$ cat src/rtl/intc_pkg.sv
package intc_pkg;
  typedef enum logic [1:0] {ST_IDLE, ST_REQ, ST_WAIT} intc_st_e;
endpackage

$ cat src/rtl/intc_sync.sv
module intc_sync #(
  parameter int W = 9
) (
  input  logic         clk_i,
  input  logic         rst_ni,
  input  logic [W-1:0] d_i,
  output logic [W-1:0] q_o
);
  logic [W-1:0] s1_q, s2_q;

  always_ff @(posedge clk_i or negedge rst_ni) begin
    if (!rst_ni) begin
      s1_q <= '0;
      s2_q <= '0;
    end else begin
      s1_q <= d_i;
      s2_q <= s1_q;
    end
  end

  assign q_o = s2_q;
endmodule

$ cat src/rtl/intc_prio_enc.sv
module intc_prio_enc #(
  parameter int N_IN = 9,
  localparam int IW = $clog2(N_IN)
) (
  input  logic [N_IN-1:0] req_i,
  output logic            any_o,
  output logic [IW-1:0]   idx_o
);
  // later (higher) index overrides
  always_comb begin
    any_o = 1'b0;
    idx_o = '0;
    for (int i = 0; i < N_IN; i++) begin
      if (req_i[i]) begin
        any_o = 1'b1;
        idx_o = IW'(i);
      end
    end
  end
endmodule

$ cat src/rtl/intc_prio_stack.sv
module intc_prio_stack #(
  parameter int DEPTH = 9,
  parameter int W     = 4,
  localparam int SPW  = $clog2(DEPTH + 1)
) (
  input  logic         clk_i,
  input  logic         rst_ni,
  input  logic         push_i,
  input  logic         pop_i,
  input  logic [W-1:0] din_i,
  output logic [W-1:0] top_o,
  output logic         empty_o
);
  logic [W-1:0]   mem_q [2**SPW];
  logic [SPW-1:0] sp_q;

  assign empty_o = (sp_q == '0);
  assign top_o   = empty_o ? '0 : mem_q[sp_q - SPW'(1)];

  always_ff @(posedge clk_i or negedge rst_ni) begin
    if (!rst_ni) sp_q <= '0;
    else if (push_i) sp_q <= sp_q + SPW'(1);
    else if (pop_i && !empty_o) sp_q <= sp_q - SPW'(1);
  end

  always_ff @(posedge clk_i) begin
    if (push_i) mem_q[sp_q] <= din_i;
  end
endmodule

$ cat src/rtl/prio_intc.sv
module prio_intc #(
  parameter int N_SRC   = 8,
  parameter int VEC_W   = 8,
  parameter int TIMEOUT = 16,
  localparam int N_ALL  = N_SRC + 1,
  localparam int IW     = $clog2(N_ALL),
  localparam int PW     = $clog2(N_SRC + 2),
  localparam int CW     = $clog2(TIMEOUT)
) (
  input  logic             clk_i,
  input  logic             rst_ni,
  input  logic [N_SRC-1:0] irq_i,
  input  logic             nmi_i,
  input  logic [VEC_W-1:0] vec_base_i,
  output logic             cpu_req_o,
  input  logic             cpu_ack_i,
  output logic [N_ALL-1:0] src_ack_o,
  input  logic [N_ALL-1:0] src_rdy_i,
  output logic             vec_valid_o,
  output logic [VEC_W-1:0] vec_o,
  output logic             bus_err_o,
  input  logic             eoi_i,
  output logic [PW-1:0]    cur_prio_o
);
  import intc_pkg::*;

  intc_st_e      st_q;
  logic [N_ALL-1:0] req_s;
  logic          any;
  logic [IW-1:0] idx, win_q;
  logic [PW-1:0] pend_prio, cur_q, top;
  logic [CW-1:0] cnt_q;
  logic          take, push, empty;

  intc_sync #(.W(N_ALL)) u_sync (
    .clk_i, .rst_ni, .d_i({nmi_i, irq_i}), .q_o(req_s)
  );

  intc_prio_enc #(.N_IN(N_ALL)) u_enc (
    .req_i(req_s), .any_o(any), .idx_o(idx)
  );

  intc_prio_stack #(.DEPTH(N_ALL), .W(PW)) u_stk (
    .clk_i, .rst_ni, .push_i(push), .pop_i(eoi_i),
    .din_i(cur_q), .top_o(top), .empty_o(empty)
  );

  assign pend_prio = any ? PW'(idx) + PW'(1) : '0;
  assign take      = any && (pend_prio > cur_q);
  assign push      = (st_q == ST_WAIT) && src_rdy_i[win_q];

  always_ff @(posedge clk_i or negedge rst_ni) begin
    if (!rst_ni) begin
      st_q        <= ST_IDLE;
      win_q       <= '0;
      cnt_q       <= '0;
      vec_valid_o <= 1'b0;
      vec_o       <= '0;
      bus_err_o   <= 1'b0;
    end else begin
      vec_valid_o <= 1'b0;
      bus_err_o   <= 1'b0;
      unique case (st_q)
        ST_IDLE: if (take) st_q <= ST_REQ;
        ST_REQ: begin
          if (!take) st_q <= ST_IDLE;
          else if (cpu_ack_i) begin
            win_q <= idx;
            cnt_q <= '0;
            st_q  <= ST_WAIT;
          end
        end
        ST_WAIT: begin
          if (push) begin
            vec_valid_o <= 1'b1;
            vec_o       <= vec_base_i + VEC_W'(win_q);
            st_q        <= ST_IDLE;
          end else if (cnt_q == CW'(TIMEOUT - 1)) begin
            bus_err_o <= 1'b1;
            st_q      <= ST_IDLE;
          end else begin
            cnt_q <= cnt_q + CW'(1);
          end
        end
        default: st_q <= ST_IDLE;
      endcase
    end
  end

  // push wins over a coincident end-of-interrupt
  always_ff @(posedge clk_i or negedge rst_ni) begin
    if (!rst_ni) cur_q <= '0;
    else if (push) cur_q <= PW'(win_q) + PW'(1);
    else if (eoi_i && !empty) cur_q <= top;
  end

  assign cpu_req_o  = (st_q == ST_REQ);
  assign src_ack_o  = (st_q == ST_WAIT) ? (N_ALL'(1) << win_q) : '0;
  assign cur_prio_o = cur_q;
endmodule

$ cat config.mk
export PLATFORM = sky130hd
export DESIGN_NAME = prio_intc
export DESIGN_NICKNAME = d
export VERILOG_FILES = /design/src/rtl/intc_pkg.sv /design/src/rtl/intc_sync.sv /design/src/rtl/intc_prio_enc.sv /design/src/rtl/intc_prio_stack.sv /design/src/rtl/prio_intc.sv
export SDC_FILE = /design/constraint.sdc
export NUM_CORES = 1
export LEC_CHECK = 0
export BUFFER_PORTS_ARGS = -buffer_cell sky130_fd_sc_hd__buf_2
export CAP_MARGIN = 20
export CORE_ASPECT_RATIO = 1.2
export CORE_UTILIZATION = 25
export DETAILED_ROUTE_END_ITERATION = 6
export GPL_ROUTABILITY_DRIVEN = 0
export PLACE_DENSITY_LB_ADDON = 0.1
export SYNTH_ARGS = -nofsm -noshare
export SYNTH_HDL_FRONTEND = slang
export SYNTH_SLANG_ARGS = --single-unit
$ cat constraint.sdc
create_clock -name clk_i -period 3.5 [get_ports clk_i]
set_clock_uncertainty 0.1 [all_clocks]
set_input_delay 0.35 -clock clk_i [delete_from_list [all_inputs] [get_ports clk_i]]
set_output_delay 0.35 -clock clk_i [all_outputs]
set_load 0.02 [all_outputs]
==> Implementation_results.wiki, run 1 <==
{| class="wikitable"
! Metric !! Value
|-
| Status || complete, no violations
|-
| Minimum clock period after layout || ~3.3 ns
|-
| Vias post-DR || 3,205
|-
| Hold_sp || vec_base_i[7]
|-
| Net count of the mapped netlist || about 440
|-
| Estimated wirelength of the detail-placed design || around 8.2 mm
|-
| Die span in x || between 100 and 150 microns
|-
| Worst slew margin relative to its limit || between 40% and 50%
|-
| Layout Area Growth over Synthesis || 20.14%
|-
| Multiplexer fraction of the synthesized cell area || 10.71%
|-
| Worst R2R End || win_q[0]
|-
| Sequential fraction of the synthesis area || roughly three fifths
|-
| Deepest clock path buffer count || 2
|-
| Wire length of the first global-routing pass || around 19 mm
|-
| Largest net degree at the start of global routing || 47
|-
| PortBufs || 53
|-
| Cell internal pwr || about 3.0 mW
|-
| Hold path depth || 3
|-
| Cell type contributing the most total cell area after synthesis || edfxtp_1
|-
| Number of antenna violations at the first check in global routing || 0
|-
| Dominant cells by area after synthesis || edfxtp_1, dfrtp_1, mux4_2
|-
| Crit start category || flop
|-
| Synth Area in Adders || 6.220%
|-
| Vertical die dimension || ~160 microns
|-
| Worst reg2reg startpoint || u_sync.q_o[2]
|-
| Final Net Count || just over 500
|-
| Leakage component of the power || between 2 and 2.5 nW
|-
| Flip-flop and latch count after synthesis || 110
|-
| Share of the clock period used by the worst path after layout || 93.19%
|-
| Element type at the critical path end || flop
|-
| Synthesized cell area || between 0.005 and 0.006 sq mm
|-
| Xor and xnor fraction of the mapped netlist area || approximately 2.0%
|-
| Number of hold violations in the final report || 0
|-
| Instance count of the mapped netlist || around 380
|-
| Complex-gate fraction of the synthesized area || roughly 8.4%
|-
| Final core utilization || a little under a third
|-
| Number of library cell types mapped by synthesis || 50
|-
| Aggregate routed wire length || 11.65 mm
|-
| Peak VDD IR || roughly 0.36 mV
|-
| Most frequently used flop master after synthesis || edfxtp_1
|-
| Combinational family with the most area after synthesis || multiplexers
|-
| Initial core utilization || 25.43%
|-
| Core outline area || a little over 0.02 sq mm
|-
| Worst endpoint data arrival time || between 3 and 4 ns
|-
| CTS Root Buffer Type || clkbuf_16
|-
| Proportion of register bits with asynchronous set or reset after synthesis || around two fifths
|-
| Fraction of layout cells with a size suffix above 1 || between 20% and 30%
|-
| Post-route antenna net violation count || 0
|-
| Slew Viols, Final || 0
|-
| Number of synthesized flops with an enable pin || between 60 and 70
|-
| Total power divided by cell area || slightly below 800 mW/mm^2
|-
| Highest clock frequency the design can meet || a little over 300 MHz
|-
| Maximum net fanout on the critical path || 7
|-
| Part of the total power dissipated in combinational logic || around two fifths
|-
| Number of core rows || 57
|-
| Overflow after GRT || 0
|-
| Clock tree sinks || 110
|-
| Worst-Margin Slew || 0.8828 ns
|-
| Floorplan die area || ~0.021 sq mm
|-
| Crit Path Class || reg2reg
|-
| DRC || 0
|-
| Warning count from the yosys run || 0
|-
| Switching portion of total power || about two fifths
|-
| CTS tree || done
|-
| Detailed Routing Iterations Pass 1 || 4
|-
| Reg-to-reg slack, setup || approximately 0.24 ns
|-
| Simple-Gate Fraction of Synth Area || between 10% and 20%
|-
| Worst reg2reg path depth || 12
|-
| Leading cell type in the layout, fill and taps excluded || edfxtp_1
|-
| H-tree depth reported by CTS || 3
|-
| Cts bufs inserted || 9
|-
| Class of the tightest hold or removal check || in2reg
|-
| Sequential share of power || a little under two fifths
|-
| Setup tns final || 0 ns
|-
| Diodes inserted || 0
|-
| Number of global-route vias before repair || around 3,400
|-
| Clock Pin Slew Worst Setup and Hold Paths || 0.08 ns
|-
| Number of top-level design ports || 54
|-
| Post-Syn Area per Cell || 13.41 sq um
|-
| Global-route total usage across every layer || 11.86%
|-
| DR vias/cell || between 4 and 5
|-
| Number of setup buffers added after CTS || 0
|-
| Net Sw Power || roughly 1.9 mW
|-
| Average wire length per cell after detail routing || around 16 microns
|-
| Proportion of power drawn by the clock network || between 20% and 30%
|-
| Commonest cells after routing, fill and taps aside || edfxtp_1, buf_2, dfrtp_1
|-
| Max-cap violation count || 0
|-
| CP required || 3.65 ns
|-
| Number of DRC markers in iteration 0 || roughly 180
|-
| Number of setup violations in the final report || 0
|-
| Top cell type's share of synthesized area || 37.32%
|-
| Capture endpoint of the worst hold path || vec_o[7]
|-
| Clock network latency to the later pin of the worst-skew pair || 0.36 ns
|-
| Unrepaired setup endpoints after global routing || false
|}
==> worst max-delay path, stage by stage, from the launching register on <==
cell	delay, ns
dfrtp_1	0.37
nand2b_1	0.14
a21oi_1	0.14
o21bai_1	0.07
a21oi_1	0.24
ha_1	0.27
and2_1	0.14
ha_1	0.29
nor2b_1	0.14
o211ai_1	0.16
a211o_1	0.40
nor2_1	0.32
mux2_2	0.38
==> sequential cells by signal, summed over array words and instances, names as in the netlist, 2 cells and up <==
name / flops
win_q: 4
u_stk.sp_q: 4
st_q: 2
cur_prio_o: 4
u_stk.mem_q: 64
cnt_q: 4
u_sync.q_o: 9
u_sync.s1_q: 9
vec_o: 8
==> synthesized netlist by cell type, drive strengths merged, types with 3 or more instances <==
cell type,number
a22oi,3
dfrtp,46
buf,6
edfxtp,64
a21oi,10
o21ai,12
a211oi,4
xnor2,6
o211ai,5
inv,21
nor3,13
nand2,31
a31oi,3
nand3,9
nand2b,8
nor3b,3
clkbuf,7
xor2,6
nor2b,3
a211o,3
mux2,7
ha,24
nor2,27
and2,3
mux4,17
and3,5
a2111oi,4
mux2i,9
==> area by class of cell <==
| cell class | count | area, sq um |
|---|---|---|
| Inverter | 21 | 81.33 |
| Clock buffer | 9 | 225.2 |
| Timing Repair Buffer | 74 | 460.4 |
| Tap cell | 265 | 331.6 |
| Clock inverter | 7 | 80.08 |
| Fill cell | 2070 | 14070 |
| Sequential cell | 110 | 3073 |
| Multi-Input combinational cell | 240 | 1936 |
==> per-layer routing <==
layer  vias to the layer above  routed length [microns]  global-route usage (%)
met5                         -                        0                       0
met2                        49                     5914                   20.11
li1                       1569                        -                       -
met4                         0                      197                   4.650
met3                        16                      342                   2.229
met1                      1571                     5199                   14.82
==> kinds of logic after synthesis <==
group	Yosys count
AO/OA/AOI/OAI	60
XOR/XNOR	12
adder cells (fa/ha/maj)	25
buffers and inverters	34
flip-flops	110
multiplexers	33
AND/OR/NAND/NOR	110
==> repair_timing <==
item                                   CTS  global route
endpoints found under the hold margin    9             7
gates resized for setup                  0             0
hold buffers                             9             1
==> power groups by stage <==
stage | Sequential [mW] | Clock, mW | Combinational [mW]
finish | 1.83 | 1.04 | 2.01
floorplan | 1.89 | 0 | 1.34
detailed placement | 1.87 | 0 | 2.04
CTS | 1.84 | 1.09 | 2.06
global placement | 1.86 | 0 | 2.05
global route | 1.87 | 1.13 | 2.24
==> metrics by stage <==
stage | setup WS [ns] | total power, mW | std cells | hold WS [ns] | cell area [sq um]
4_1_cts | 0.2241 | 4.990 | 724 | 0.1384 | 6157
3_5_place_dp | 0.2489 | 3.908 | 699 | 0.2347 | 5762
2_1_floorplan | 0.5943 | 3.234 | 384 | -0.04559 | 5150
3_3_place_gp | 0.3134 | 3.913 | 699 | 0.2331 | 5762
5_1_grt | 0.03809 | 5.231 | 726 | 0.1986 | 6187
6_report | 0.2384 | 4.884 | 726 | 0.1970 | 6187
==> worst max-delay path by stage <==
stage / slack, ns / end / from
floorplan: 0.59 / cnt_q[0] / u_sync.q_o[2]
global placement: 0.31 / win_q[1] / u_sync.q_o[2]
detailed placement: 0.25 / win_q[0] / u_sync.q_o[2]
CTS: 0.22 / win_q[3] / u_sync.q_o[2]
global route: 0.04 / win_q[3] / u_sync.q_o[2]
finish: 0.24 / win_q[0] / u_sync.q_o[2]
Power figures use the tool's default switching activity.
==> run 2: changes to the inputs <==
--- a/config.mk
+++ b/config.mk
@@ -8,10 +8,12 @@
 export BUFFER_PORTS_ARGS = -buffer_cell sky130_fd_sc_hd__buf_2
 export CAP_MARGIN = 20
 export CORE_ASPECT_RATIO = 1.2
-export CORE_UTILIZATION = 25
+export CORE_UTILIZATION = 59
 export DETAILED_ROUTE_END_ITERATION = 6
 export GPL_ROUTABILITY_DRIVEN = 0
 export PLACE_DENSITY_LB_ADDON = 0.1
+export SETUP_SLACK_MARGIN = 0.05
+export SLEW_MARGIN = 25
 export SYNTH_ARGS = -nofsm -noshare
 export SYNTH_HDL_FRONTEND = slang
 export SYNTH_SLANG_ARGS = --single-unit
==> Implementation_results.wiki, run 2 (synthesis gave the netlist of run 1 again) <==
{| class="wikitable"
! Metric !! Value
|-
| Status || complete, no violations
|-
| Crit Path Class || reg2reg
|-
| Maximum net fanout on the critical path || 4 (-3)
|-
| Total power divided by cell area || 785.2 mW/mm^2 (-0.54%)
|-
| Cts bufs inserted || 9 (unchanged)
|-
| Final design instance area without fill || 0.005906 sq mm (-4.6%)
|-
| Post-route worst setup slack || 0.2553 ns (+0.01698 ns)
|-
| Standard cell area after detailed placement || 0.005550 sq mm (-3.7%)
|-
| Max-cap violation count || 0 (unchanged)
|-
| Detailed Routing Iterations Pass 1 || 4 (unchanged)
|-
| Total Power Consumption || 4.637 mW (-5.1%)
|-
| Class of the tightest hold or removal check || in2reg
|-
| Final Instance Count excl. Fillers || 571 (-21%)
|-
| Number of hold violations in the final report || 0 (unchanged)
|-
| Deepest clock path buffer count || 2 (unchanged)
|-
| Overflow after GRT || 0 (unchanged)
|-
| Worst-Margin Slew || 0.8691 ns (-0.01369 ns)
|-
| Number of top-level design ports || 54 (unchanged)
|-
| Final Hold Slack || 0.1557 ns (-0.04134 ns)
|-
| Estimated wirelength of the detail-placed design || 6.555 mm (-20%)
|-
| Aggregate routed wire length || 9.720 mm (-17%)
|-
| Share of the clock period used by the worst path after layout || 92.70% (-0.49 points)
|-
| Worst endpoint data arrival time || 3.42 ns (about the same)
|-
| Diodes inserted || 0 (unchanged)
|-
| Layout Area Growth over Synthesis || 14.67%
|-
| Post-route antenna net violation count || 0 (unchanged)
|-
| Final core utilization || 71.26% (+41 points)
|-
| CTS Root Buffer Type || clkbuf_8
|-
| Fraction of layout cells with a size suffix above 1 || 23.41% (-0.23 points)
|-
| Initial core utilization || 62.14% (+37 points)
|-
| Peak VDD IR || 0.5236 mV (+45%)
|-
| H-tree depth reported by CTS || 3 (unchanged)
|-
| DR vias/cell || 5.702 (+29%)
|-
| Final Net Count || 507 (-0.78%)
|-
| Vias post-DR || 3,256 (+1.6%)
|-
| PortBufs || 53 (unchanged)
|-
| Largest net degree at the start of global routing || 47 (unchanged)
|-
| Setup tns final || 0 ns (unchanged)
|-
| Commonest cells after routing, fill and taps aside || edfxtp_1, buf_2, dfrtp_1
|-
| Number of flip-flops under the largest register name || 64 (unchanged)
|-
| Number of antenna violations at the first check in global routing || 0 (unchanged)
|-
| Number of setup buffers added after CTS || 0 (unchanged)
|-
| Leading cell type in the layout, fill and taps excluded || edfxtp_1
|-
| Slew Viols, Final || 0 (unchanged)
|-
| Pre-CTS setup slack || 0.2647 ns (+0.01578 ns)
|-
| Number of DRC markers in iteration 0 || 178 (+0.56%)
|-
| Gr busiest metal || met2
|-
| Unrepaired setup endpoints after global routing || false
|-
| Wire length of the first global-routing pass || 15.86 mm (-17%)
|-
| Leakage component of the power || 2.414 nW (-2.0%)
|-
| Number of global-route vias before repair || 3,243 (-5.0%)
|-
| Floorplan die area || 0.009108 sq mm (-57%)
|-
| Clock network latency to the later pin of the worst-skew pair || 0.37 ns (about the same)
|-
| Clock Pin Slew Worst Setup and Hold Paths || 0.10 ns (+0.02 ns)
|-
| Most flops, register || u_stk.mem_q
|-
| Crit start category || flop
|-
| Placed cell count || 545 (-22%)
|-
| Met3 Usage GRT || 5.159% (+2.9 points)
|-
| Global-route total usage across every layer || 23.49% (+12 points)
|-
| CTS tree || done
|-
| Hold_sp || vec_base_i[7]
|-
| Core outline area || 0.008288 sq mm (-59%)
|-
| Average wire length per cell after detail routing || 17.02 microns (+6.1%)
|-
| Worst reg2reg startpoint || u_sync.q_o[2]
|-
| CP required || 3.67 ns (+0.02 ns)
|-
| Worst slew margin relative to its limit || 41.86% (+0.72 points)
|-
| Number of core rows || 36 (-37%)
|-
| Minimum clock period after layout || 3.245 ns (-0.01698 ns)
|-
| Number of setup violations in the final report || 0 (unchanged)
|-
| Met1 usage || 28.95% (+14 points)
|-
| Die span in x || 87.29 microns (-34%)
|-
| Origin of the worst setup path || u_sync.q_o[2]
|-
| DRC || 0 (unchanged)
|-
| Highest clock frequency the design can meet || 308.2 MHz (+0.52%)
|-
| Vertical die dimension || 104.3 microns (-34%)
|-
| Met2 routing resource usage after global routing || 39.51% (+19 points)
|-
| Reg-to-reg slack, setup || 0.26 ns (+0.02 ns)
|-
| Clock tree sinks || 110 (unchanged)
|-
| Element type at the critical path end || flop
|}
[run 2: layer usage]
metal / vias to the layer above / routed length [microns]
met5: - / 0
met4: 0 / 212
met3: 17 / 444
met2: 98 / 5173
met1: 1581 / 3891
li1: 1560 / -
[run 2: repair_timing]
| item | 4_1_cts | 5_1_grt |
|---|---|---|
| endpoints found under the setup margin | 0 | 5 |
| hold buffers | 9 | 1 |
| gates resized for setup | 0 | 4 |
| endpoints found under the hold margin | 9 | 46 |
[run 2: path summary, 6_finish.rpt]
kind / to / cells after the start
worst max register to register: cnt_q[0] / 13
max in group asynchronous: u_stk.sp_q[3] / 2
worst max-delay path: cnt_q[0] / 13
min in group asynchronous: vec_o[4] / 2
worst min-delay path: vec_o[7] / 3
worst min register to register: u_sync.q_o[4] / 0
[run 2: critical path, cell delays in order (launching register included)]
cell	delay, ns
dfrtp_1	0.40
nor2_1	0.24
nor3_1	0.08
nor3_1	0.14
nor2_1	0.09
ha_1	0.20
or3_1	0.33
o21ai_0	0.08
ha_1	0.28
and4_1	0.20
a31o_2	0.23
a211oi_1	0.36
nor2_1	0.13
a211o_1	0.30
[run 2: power breakdown]
group | internal, mW | switching (mW) | total, mW
sequential | 1.64 | 0.186 | 1.82
combinational | 0.816 | 1.10 | 1.91
clock | 0.477 | 0.427 | 0.904
[run 2: area by class of cell]
type	count	area, sq um
Sequential cell	110	3073
Tap cell	114	142.6
Fill cell	605	2382
Multi-Input combinational cell	240	1944
Clock buffer	9	123.9
Inverter	21	81.33
Clock inverter	7	120.1
Timing Repair Buffer	70	420.4
